**config.mk**
```make
export PLATFORM = sky130hd
export DESIGN_NAME = awd_window_monitor
export DESIGN_NICKNAME = d
export VERILOG_FILES = /design/src/rtl/awd_pkg.sv /design/src/rtl/awd_cfg_reg.sv /design/src/rtl/awd_cmp.sv /design/src/rtl/awd_flag.sv /design/src/rtl/awd_window_monitor.sv
export SDC_FILE = /design/constraint.sdc
export NUM_CORES = 1
export LEC_CHECK = 0
export CAP_MARGIN = 20
export CORE_ASPECT_RATIO = 1.2
export CORE_UTILIZATION = 28
export CTS_CLUSTER_DIAMETER = 80
export CTS_CLUSTER_SIZE = 25
export DETAILED_ROUTE_END_ITERATION = 12
export GPL_ROUTABILITY_DRIVEN = 0
export PLACE_DENSITY = 0.57
export SLEW_MARGIN = 20
export SYNTH_ARGS = -nofsm -noshare
export SYNTH_HDL_FRONTEND = slang
export SYNTH_HIERARCHICAL = 1
export SYNTH_SLANG_ARGS = --single-unit
```
**constraint.sdc**
```tcl
create_clock -name clk -period 1.8 [get_ports clk]
set_input_delay 0.36 -clock clk [delete_from_list [all_inputs] [get_ports clk]]
set_output_delay 0.36 -clock clk [all_outputs]
set_load 0.01 [all_outputs]
```
**src/rtl/awd_pkg.sv**
```systemverilog
package awd_pkg;
  localparam int AWD_DATA_W = 12;
  localparam int AWD_CH_W   = 5;

  typedef enum logic {
    GRP_REGULAR  = 1'b0,
    GRP_INSERTED = 1'b1
  } awd_grp_e;
endpackage

```
**src/rtl/awd_cfg_reg.sv**
```systemverilog
module awd_cfg_reg #(
  parameter int DATA_W = 12,
  parameter int CH_W   = 5
) (
  input  logic              clk,
  input  logic              rst_n,
  input  logic              wr,
  input  logic              off,
  input  logic [DATA_W-1:0] lo_in,
  input  logic [DATA_W-1:0] hi_in,
  input  logic              single_in,
  input  logic [CH_W-1:0]   chan_in,
  input  logic              reg_en_in,
  input  logic              ins_en_in,
  output logic [DATA_W-1:0] lo_q,
  output logic [DATA_W-1:0] hi_q,
  output logic              single_q,
  output logic [CH_W-1:0]   chan_q,
  output logic              reg_en_q,
  output logic              ins_en_q
);
  always_ff @(posedge clk or negedge rst_n) begin
    if (!rst_n) begin
      lo_q     <= '0;
      hi_q     <= '0;
      single_q <= 1'b0;
      chan_q   <= '0;
      reg_en_q <= 1'b0;
      ins_en_q <= 1'b0;
    end else if (off) begin
      single_q <= 1'b0;
      chan_q   <= '0;
      reg_en_q <= 1'b0;
      ins_en_q <= 1'b0;
    end else if (wr) begin
      lo_q     <= lo_in;
      hi_q     <= hi_in;
      single_q <= single_in;
      chan_q   <= chan_in;
      reg_en_q <= reg_en_in;
      ins_en_q <= ins_en_in;
    end
  end

  // a disable pulse leaves every mode bit cleared on the next cycle
  assert_off_clears_R5: assert property (@(posedge clk) disable iff (!rst_n)
    off |=> (!single_q && !reg_en_q && !ins_en_q && chan_q == '0));

  // thresholds survive a disable pulse
  assert_off_keeps_thr_R5: assert property (@(posedge clk) disable iff (!rst_n)
    off |=> ($stable(lo_q) && $stable(hi_q)));
endmodule

```
**src/rtl/awd_cmp.sv**
```systemverilog
module awd_cmp #(
  parameter int DATA_W = 12,
  parameter int CH_W   = 5
) (
  input  logic              valid,
  input  logic [DATA_W-1:0] data,
  input  logic [CH_W-1:0]   chan,
  input  logic              grp,
  input  logic [DATA_W-1:0] lo,
  input  logic [DATA_W-1:0] hi,
  input  logic              single,
  input  logic [CH_W-1:0]   sel_chan,
  input  logic              reg_en,
  input  logic              ins_en,
  output logic              hit
);
  import awd_pkg::*;

  logic watched;
  logic outside;

  always_comb begin
    if (single) begin
      watched = (chan == sel_chan);
    end else begin
      unique case (awd_grp_e'(grp))
        GRP_REGULAR:  watched = reg_en;
        GRP_INSERTED: watched = ins_en;
        default:      watched = 1'b0;
      endcase
    end
    outside = (data > hi) || (data < lo);
    hit     = valid && watched && outside;
  end

  // no event can come from an idle stream cycle
  always_comb begin
    assert_hit_needs_valid_R8: assert (!hit || valid);
  end
endmodule

```
**src/rtl/awd_flag.sv**
```systemverilog
module awd_flag (
  input  logic clk,
  input  logic rst_n,
  input  logic hit,
  input  logic clr,
  input  logic int_en,
  output logic flag,
  output logic irq
);
  always_ff @(posedge clk or negedge rst_n) begin
    if (!rst_n)   flag <= 1'b0;
    else if (hit) flag <= 1'b1;
    else if (clr) flag <= 1'b0;
  end

  assign irq = flag & int_en;

  // without a clear the flag never drops
  assert_sticky_R6: assert property (@(posedge clk) disable iff (!rst_n)
    (flag && !clr) |=> flag);

  // an event wins over a clear in the same cycle
  assert_set_wins_R6: assert property (@(posedge clk) disable iff (!rst_n)
    hit |=> flag);

  // the interrupt never fires without a pending flag
  assert_irq_gated_R7: assert property (@(posedge clk) disable iff (!rst_n)
    irq |-> flag);
endmodule

```
**src/rtl/awd_window_monitor.sv**
```systemverilog
module awd_window_monitor #(
  parameter int DATA_W = awd_pkg::AWD_DATA_W,
  parameter int CH_W   = awd_pkg::AWD_CH_W
) (
  input  logic              clk,
  input  logic              rst_n,
  input  logic              res_valid,
  output logic              res_ready,
  input  logic [DATA_W-1:0] res_data,
  input  logic [CH_W-1:0]   res_chan,
  input  logic              res_grp,
  input  logic              cfg_wr,
  input  logic              cfg_off,
  input  logic [DATA_W-1:0] cfg_lo,
  input  logic [DATA_W-1:0] cfg_hi,
  input  logic              cfg_single,
  input  logic [CH_W-1:0]   cfg_chan,
  input  logic              cfg_reg_en,
  input  logic              cfg_ins_en,
  input  logic              int_en,
  input  logic              evt_clr,
  output logic              evt_flag,
  output logic              evt_irq
);
  logic [DATA_W-1:0] lo_q, hi_q;
  logic              single_q, reg_en_q, ins_en_q;
  logic [CH_W-1:0]   chan_q;
  logic              hit;

  assign res_ready = rst_n;

  awd_cfg_reg #(.DATA_W(DATA_W), .CH_W(CH_W)) u_cfg (
    .clk(clk), .rst_n(rst_n), .wr(cfg_wr), .off(cfg_off),
    .lo_in(cfg_lo), .hi_in(cfg_hi), .single_in(cfg_single),
    .chan_in(cfg_chan), .reg_en_in(cfg_reg_en), .ins_en_in(cfg_ins_en),
    .lo_q(lo_q), .hi_q(hi_q), .single_q(single_q), .chan_q(chan_q),
    .reg_en_q(reg_en_q), .ins_en_q(ins_en_q)
  );

  awd_cmp #(.DATA_W(DATA_W), .CH_W(CH_W)) u_cmp (
    .valid(res_valid), .data(res_data), .chan(res_chan), .grp(res_grp),
    .lo(lo_q), .hi(hi_q), .single(single_q), .sel_chan(chan_q),
    .reg_en(reg_en_q), .ins_en(ins_en_q), .hit(hit)
  );

  awd_flag u_flag (
    .clk(clk), .rst_n(rst_n), .hit(hit), .clr(evt_clr),
    .int_en(int_en), .flag(evt_flag), .irq(evt_irq)
  );

  // an idle stream cycle cannot set a clear flag
  assert_idle_no_event_R8: assert property (@(posedge clk) disable iff (!rst_n)
    (!res_valid && !evt_flag) |=> !evt_flag);

  // the stream is accepted whenever out of reset
  assert_ready_R8: assert property (@(posedge clk) disable iff (!rst_n)
    res_valid |-> res_ready);
endmodule

```
# [After elaboration in Yosys (flattened, before gate mapping)]
# Cells that the tools add are included.
[totals] regBits=33
[classes] n_bitwise=3 eq_ne=1 n_reduce_logical=6 n_mux=12 magnitude_cmp=2
[op_table] operator="12-bit greater-than comparator" count=1
[op_table] operator="12-bit < comparator" count=1
[op_table] operator="5-bit two-way mux" count=2
[op_table] operator="1-bit two-way mux" count=9
[op_table] operator="5-bit equality test" count=1
[op_table] operator="2-bit nonzero test" count=2
[op_table] operator="1-bit logical AND" count=2
[op_table] operator="1-bit NOT" count=2
[op_table] operator="1-bit one-hot mux with 2 select lines" count=1
[op_table] operator="2-bit AND reduction" count=1
[op_table] operator="1-bit AND" count=1
[op_table] operator="1-bit logical OR" count=1

# [Logic depth before layout (Yosys ltp)]
# Gate-level depths: netlist of run 1.
[depth] depth_word=6 depth_mapped=8 depth_no_buf=8

# [By module]
# The synthesis of run 1 kept the hierarchy.
[modules_own_cells] mod="awd_cfg_reg" n_inst=1 area_per_inst_um2=1343.8 seq_area_each_um2=800.8 cells_per_inst=78
[modules_own_cells] mod="awd_cmp" n_inst=1 area_per_inst_um2=649.4 seq_area_each_um2=0.0 cells_per_inst=91
[modules_own_cells] mod="awd_flag" n_inst=1 area_per_inst_um2=42.5 seq_area_each_um2=25.0 cells_per_inst=4
[modules_own_cells] mod="awd_window_monitor" n_inst=1 area_per_inst_um2=7.5 seq_area_each_um2=0.0 cells_per_inst=1

# [Least setup slack after synthesis of run 1]
# No wires, ideal clock.
[synth_timing] path_kind="input -> register" start="in res_data[10]" end="reg u_flag.flag" required_time_ns=1.682 path_buffers=0 path_stages=6 t_arrival_ns=1.597 path_slack_ns=0.085 cell_sequence="ha_1 nand4_1 or4_1 o41ai_1 a211oi_1 a21o_1"
[synth_between] elab_chain_len=4 word_cells_on_any_way=6 classes_between="order compare: 2; mux: 1; reduce/logical: 3"
[synth_lines] item="start: declaration" line_no="awd_window_monitor.sv:9" source="input logic [DATA_W-1:0] res_data,"
[synth_lines] item="12-bit greater-than comparator or 12-bit < comparator (tied branches)" line_no="awd_cmp.sv:32" source="outside = (data > hi) || (data < lo);"
[synth_lines] item="1-bit logical OR *" line_no="awd_cmp.sv:32"
[synth_lines] item="1-bit logical AND *" line_no="awd_cmp.sv:33" source="hit = valid && watched && outside;"
[synth_lines] item="named net hit" line_no="awd_window_monitor.sv:28" source="logic hit;"
[synth_lines] item="1-bit two-way mux or 2-bit nonzero test (tied branches)"
[synth_lines] item="end signal: assignment" line_no="awd_flag.sv:11" source="if (!rst_n) flag <= 1'b0;"
[synth_lines] item="end signal: assignment" line_no="awd_flag.sv:12" source="else if (hit) flag <= 1'b1;"
[synth_lines] item="end signal: assignment" line_no="awd_flag.sv:13" source="else if (clr) flag <= 1'b0;"
[synth_lines] item="end: declaration" line_no="awd_flag.sv:7" source="output logic flag,"
# The timed path passes the listed nets; every way through them passes the cells marked *.
# A chain may end at the register's enable or synchronous reset.

# [Final worst setup path of run 1]
[layout_timing] start="reg u_cfg.hi_q[11]" end="reg u_flag.flag"
[layout_between] elab_chain_len=4 word_cells_on_any_way=5 classes_between="order compare: 1; mux: 1; reduce/logical: 3"
[layout_lines] item="start: declaration" line_no="awd_cfg_reg.sv:16" source="output logic [DATA_W-1:0] hi_q,"
[layout_lines] item="start signal: assignment" line_no="awd_cfg_reg.sv:37" source="hi_q <= hi_in;"
[layout_lines] item="12-bit greater-than comparator *" line_no="awd_cmp.sv:32"
[layout_lines] item="1-bit logical OR *" line_no="awd_cmp.sv:32"
[layout_lines] item="1-bit logical AND *" line_no="awd_cmp.sv:33"
[layout_lines] item="named net hit" line_no="awd_window_monitor.sv:28"
[layout_lines] item="1-bit two-way mux or 2-bit nonzero test (tied branches)"
# Marked as above.

==> metrics.csv, run 1 <==
metric,value,unit
grt_pass1_vias,1515,
path_clk_slew,0.08,ns
hpwlAfterDp,3412,um
synth_warnings,6,
layout_min_cycle_time,1.788,ns
viasPerCell,4.390,
hold_viol_final,0,
required,1.99,ns
path_cells,inv_2 > ha_4 > nand4_1 > or4_4 > o41ai_2 > a211oi_1 > a21o_1,
crit_type,reg2reg,
routedWlPerCell,12.79,um
nets,333,
ys_types,30,
post-route-period-util,99.34,%
worst_pin_slew,0.4337,ns
tns,0,ns
critical_path.startpoint,u_cfg/hi_q[11],
rsz0062_at_grt,yes,
relSlewSlack,71.08,%
n_antenna_cell,0,
slowest_delay,0.55,ns
clock_sink_count,33,
fillers,701,
run_status,"finished, final reports clean",
design_area,2967,um2
synthesis.nets,254,
netlist_area,2043,um2
clk_latency,0.29,ns
worstReg2RegStart,u_cfg/hi_q[11],
grt_pass1_wl,7169,um
drt_iter0_markers,50,
stdcell_count,341,
cts-root-buf,clkbuf_8,
async_reset_ff_share,100.0,%
maxCapViolCount,0,
crit_slowest_cell,or4_4,
ios,60,
path_max_fanout,2,
final_util,42.77,%
row_count,33,
synth_edf_count,0,
crit_arrival,1.97,ns
power_density,704.3,nW/um2
grt_max_degree,34,
cts_buffers,5,
coreArea,6937,um2
p_leak,1.477,nW
synth_ff_type,dfrtp_1,
critPathBufInv,1,
fmax,559.2,MHz
yosysSeqAreaShare,40.42,%
holdWs,0.1853,ns
ant_nets,0,
syn_area_per_cell,11.74,um2
drc_errors,0,
slew_viol_final,0,
overflow,0,
placed_cells,330,
synth_cells,174,
min_path_type,in2async,
setup_viol,0,
vdd_drop_max,0.3187,mV
critical_path.top_delay_family,simple AND/OR/NAND/NOR gates,
skew,0.008804,ns
antenna_found_initial,0,
dieArea,7644,um2
crit_path_end_kind,flop,
start_util,29.46,%
die_w,79.98,um
dieHeight,95.58,um
grt_use_total,12.73,%
drive_above_1_share,24.80,%
cts_tree,yes,
place.port_buffers,59,
hold_buffers,0,
vias,1497,
placed_area,2801,um2
drt_wl_total,4360,um
worst_setup_path_start_kind,flop,
drt_pass1_iterations,4,
ctsLongestPathBuffers,2,
area_growth,45.19,%
cts.htree.levels,2,
ys_ff_latch,33,
-- registers in the layout (all words and copies together), names as in the netlist --
signal,cells
u_cfg/chan_q,5
u_cfg/hi_q,12
u_cfg/ins_en_q,1
u_cfg/lo_q,12
u_cfg/reg_en_q,1
u_cfg/single_q,1
u_flag/flag,1
-- Yosys cell counts, types with 2 or more instances --
cell type | instances | area share (%)
nor2_1 | 11 | 2.0
xor2_1 | 3 | 1.3
a211oi_1 | 2 | 0.73
buf_6 | 3 | 1.7
buf_12 | 2 | 2.0
dfrtp_1 | 33 | 40
mux2i_1 | 9 | 4.4
a21oi_1 | 8 | 2.0
nand2_1 | 2 | 0.37
o21ai_0 | 3 | 0.73
a21o_1 | 4 | 1.5
inv_1 | 27 | 5.0
mux2_2 | 4 | 2.2
mux2_4 | 20 | 15
ha_1 | 23 | 14
xnor2_1 | 2 | 0.86
nand4_1 | 3 | 0.92
nand3_1 | 3 | 0.73
-- through the flow --
stage | power (mW) | worst slack (ns)
finish | 2.089 | 0.01185
global route | 2.246 | -0.05972
CTS | 2.113 | -0.04413
detailed placement | 1.513 | -0.5011
global placement | 1.503 | -0.4537
floorplan | 1.245 | 0.08524
-- repair_timing --
action / 4_1_cts / 5_1_grt
resized for setup: 15 / 10
setup buffers: 3 / 0
setup endpoints to repair: 1 / 2
pin swaps: 13 / 4
-- cell families after synthesis --
| family | share of synthesized area (%) |
|---|---|
| multiplexers | 21.31 |
| XOR/XNOR | 2.144 |
| flip-flops | 40.42 |
| buffers and inverters | 8.941 |
| AO/OA/AOI/OAI | 7.165 |
| AND/OR/NAND/NOR | 5.940 |
| adder cells (fa/ha/maj) | 14.08 |
-- per-layer routing --
metal | track usage, % | wire length (um)
met1 | 15.87 | 1976
met4 | 4.911 | 70
met5 | 0 | 0
met3 | 3.254 | 276
met2 | 21.01 | 2036
-- final cells by class --
type                       count  area, um2  share of cell area, %
inverter                      27      101.3                  3.416
timing repair buffer          78      744.5                  25.09
tap                           87      108.9                  3.669
clock buffer                   5      68.82                  2.320
clock inverter                 3      17.52                 0.5905
sequential                    33      825.8                  27.84
multi-input combinational    108       1100                  37.07
-- placed cells by master (no fill, tap or decap), types with 2 or more instances in the layout --
| cell type | netlist | final |
|---|---|---|
| ha_1 | 23 | 19 |
| inv_2 | 0 | 3 |
| dlygate4sd2_1 | 0 | 11 |
| nor2_1 | 11 | 11 |
| nand4_1 | 3 | 3 |
| clkinv_2 | 0 | 2 |
| clkdlybuf4s50_1 | 0 | 45 |
| clkbuf_8 | 0 | 5 |
| dlymetal6s2s_1 | 0 | 2 |
| mux2_4 | 20 | 20 |
| a21oi_1 | 8 | 7 |
| mux2i_1 | 9 | 9 |
| ha_4 | 0 | 4 |
| a21o_1 | 4 | 4 |
| nand2_1 | 2 | 2 |
| dfrtp_1 | 33 | 33 |
| buf_12 | 2 | 2 |
| buf_4 | 1 | 17 |
| o21ai_0 | 3 | 2 |
| nand3_1 | 3 | 3 |
| a211oi_1 | 2 | 2 |
| mux2_2 | 4 | 4 |
| inv_1 | 27 | 24 |
| xor2_1 | 3 | 3 |
| xnor2_1 | 2 | 2 |
-- power breakdown --
group	switching [mW]	leakage (nW)	internal [mW]
clock	0.289	0.0439	0.267
combinational	0.245	1.03	0.403
sequential	0.0524	0.401	0.834
total	0.586	1.48	1.50
-- worst paths after layout --
kind	to	slack, ns	cells after the start
worst max-delay path	u_flag/flag	0.01	7
worst min-delay path	u_cfg/hi_q[10]	0.19	2
worst max register to register	u_flag/flag	0.01	7
worst min register to register	u_cfg/lo_q[7]	0.51	1
max in group asynchronous	u_cfg/lo_q[3]	1.30	2
min in group clk	u_cfg/lo_q[7]	0.51	1
Note: power is estimated with default switching activity, not from simulation.
==> run 2, diff against run 1 <==
--- a/config.mk
+++ b/config.mk
@@ -8,7 +8,8 @@
 export CAP_MARGIN = 20
 export CORE_ASPECT_RATIO = 1.2
 export CORE_UTILIZATION = 28
-export CTS_CLUSTER_DIAMETER = 80
+export CTS_BUF_LIST = sky130_fd_sc_hd__clkbuf_2 sky130_fd_sc_hd__clkbuf_4 sky130_fd_sc_hd__clkbuf_8
+export CTS_CLUSTER_DIAMETER = 30
 export CTS_CLUSTER_SIZE = 25
 export DETAILED_ROUTE_END_ITERATION = 12
 export GPL_ROUTABILITY_DRIVEN = 0
==> results of run 2 <==
No change in the layout: final DEF, timing and power equal those of run 1.
==> run 3, diff against run 2 <==
--- a/config.mk
+++ b/config.mk
@@ -14,7 +14,6 @@
 export DETAILED_ROUTE_END_ITERATION = 12
 export GPL_ROUTABILITY_DRIVEN = 0
 export PLACE_DENSITY = 0.57
-export SLEW_MARGIN = 20
 export SYNTH_ARGS = -nofsm -noshare
 export SYNTH_HDL_FRONTEND = slang
 export SYNTH_HIERARCHICAL = 1
==> results of run 3 <==
No change in the layout: final DEF, timing and power equal those of run 1.
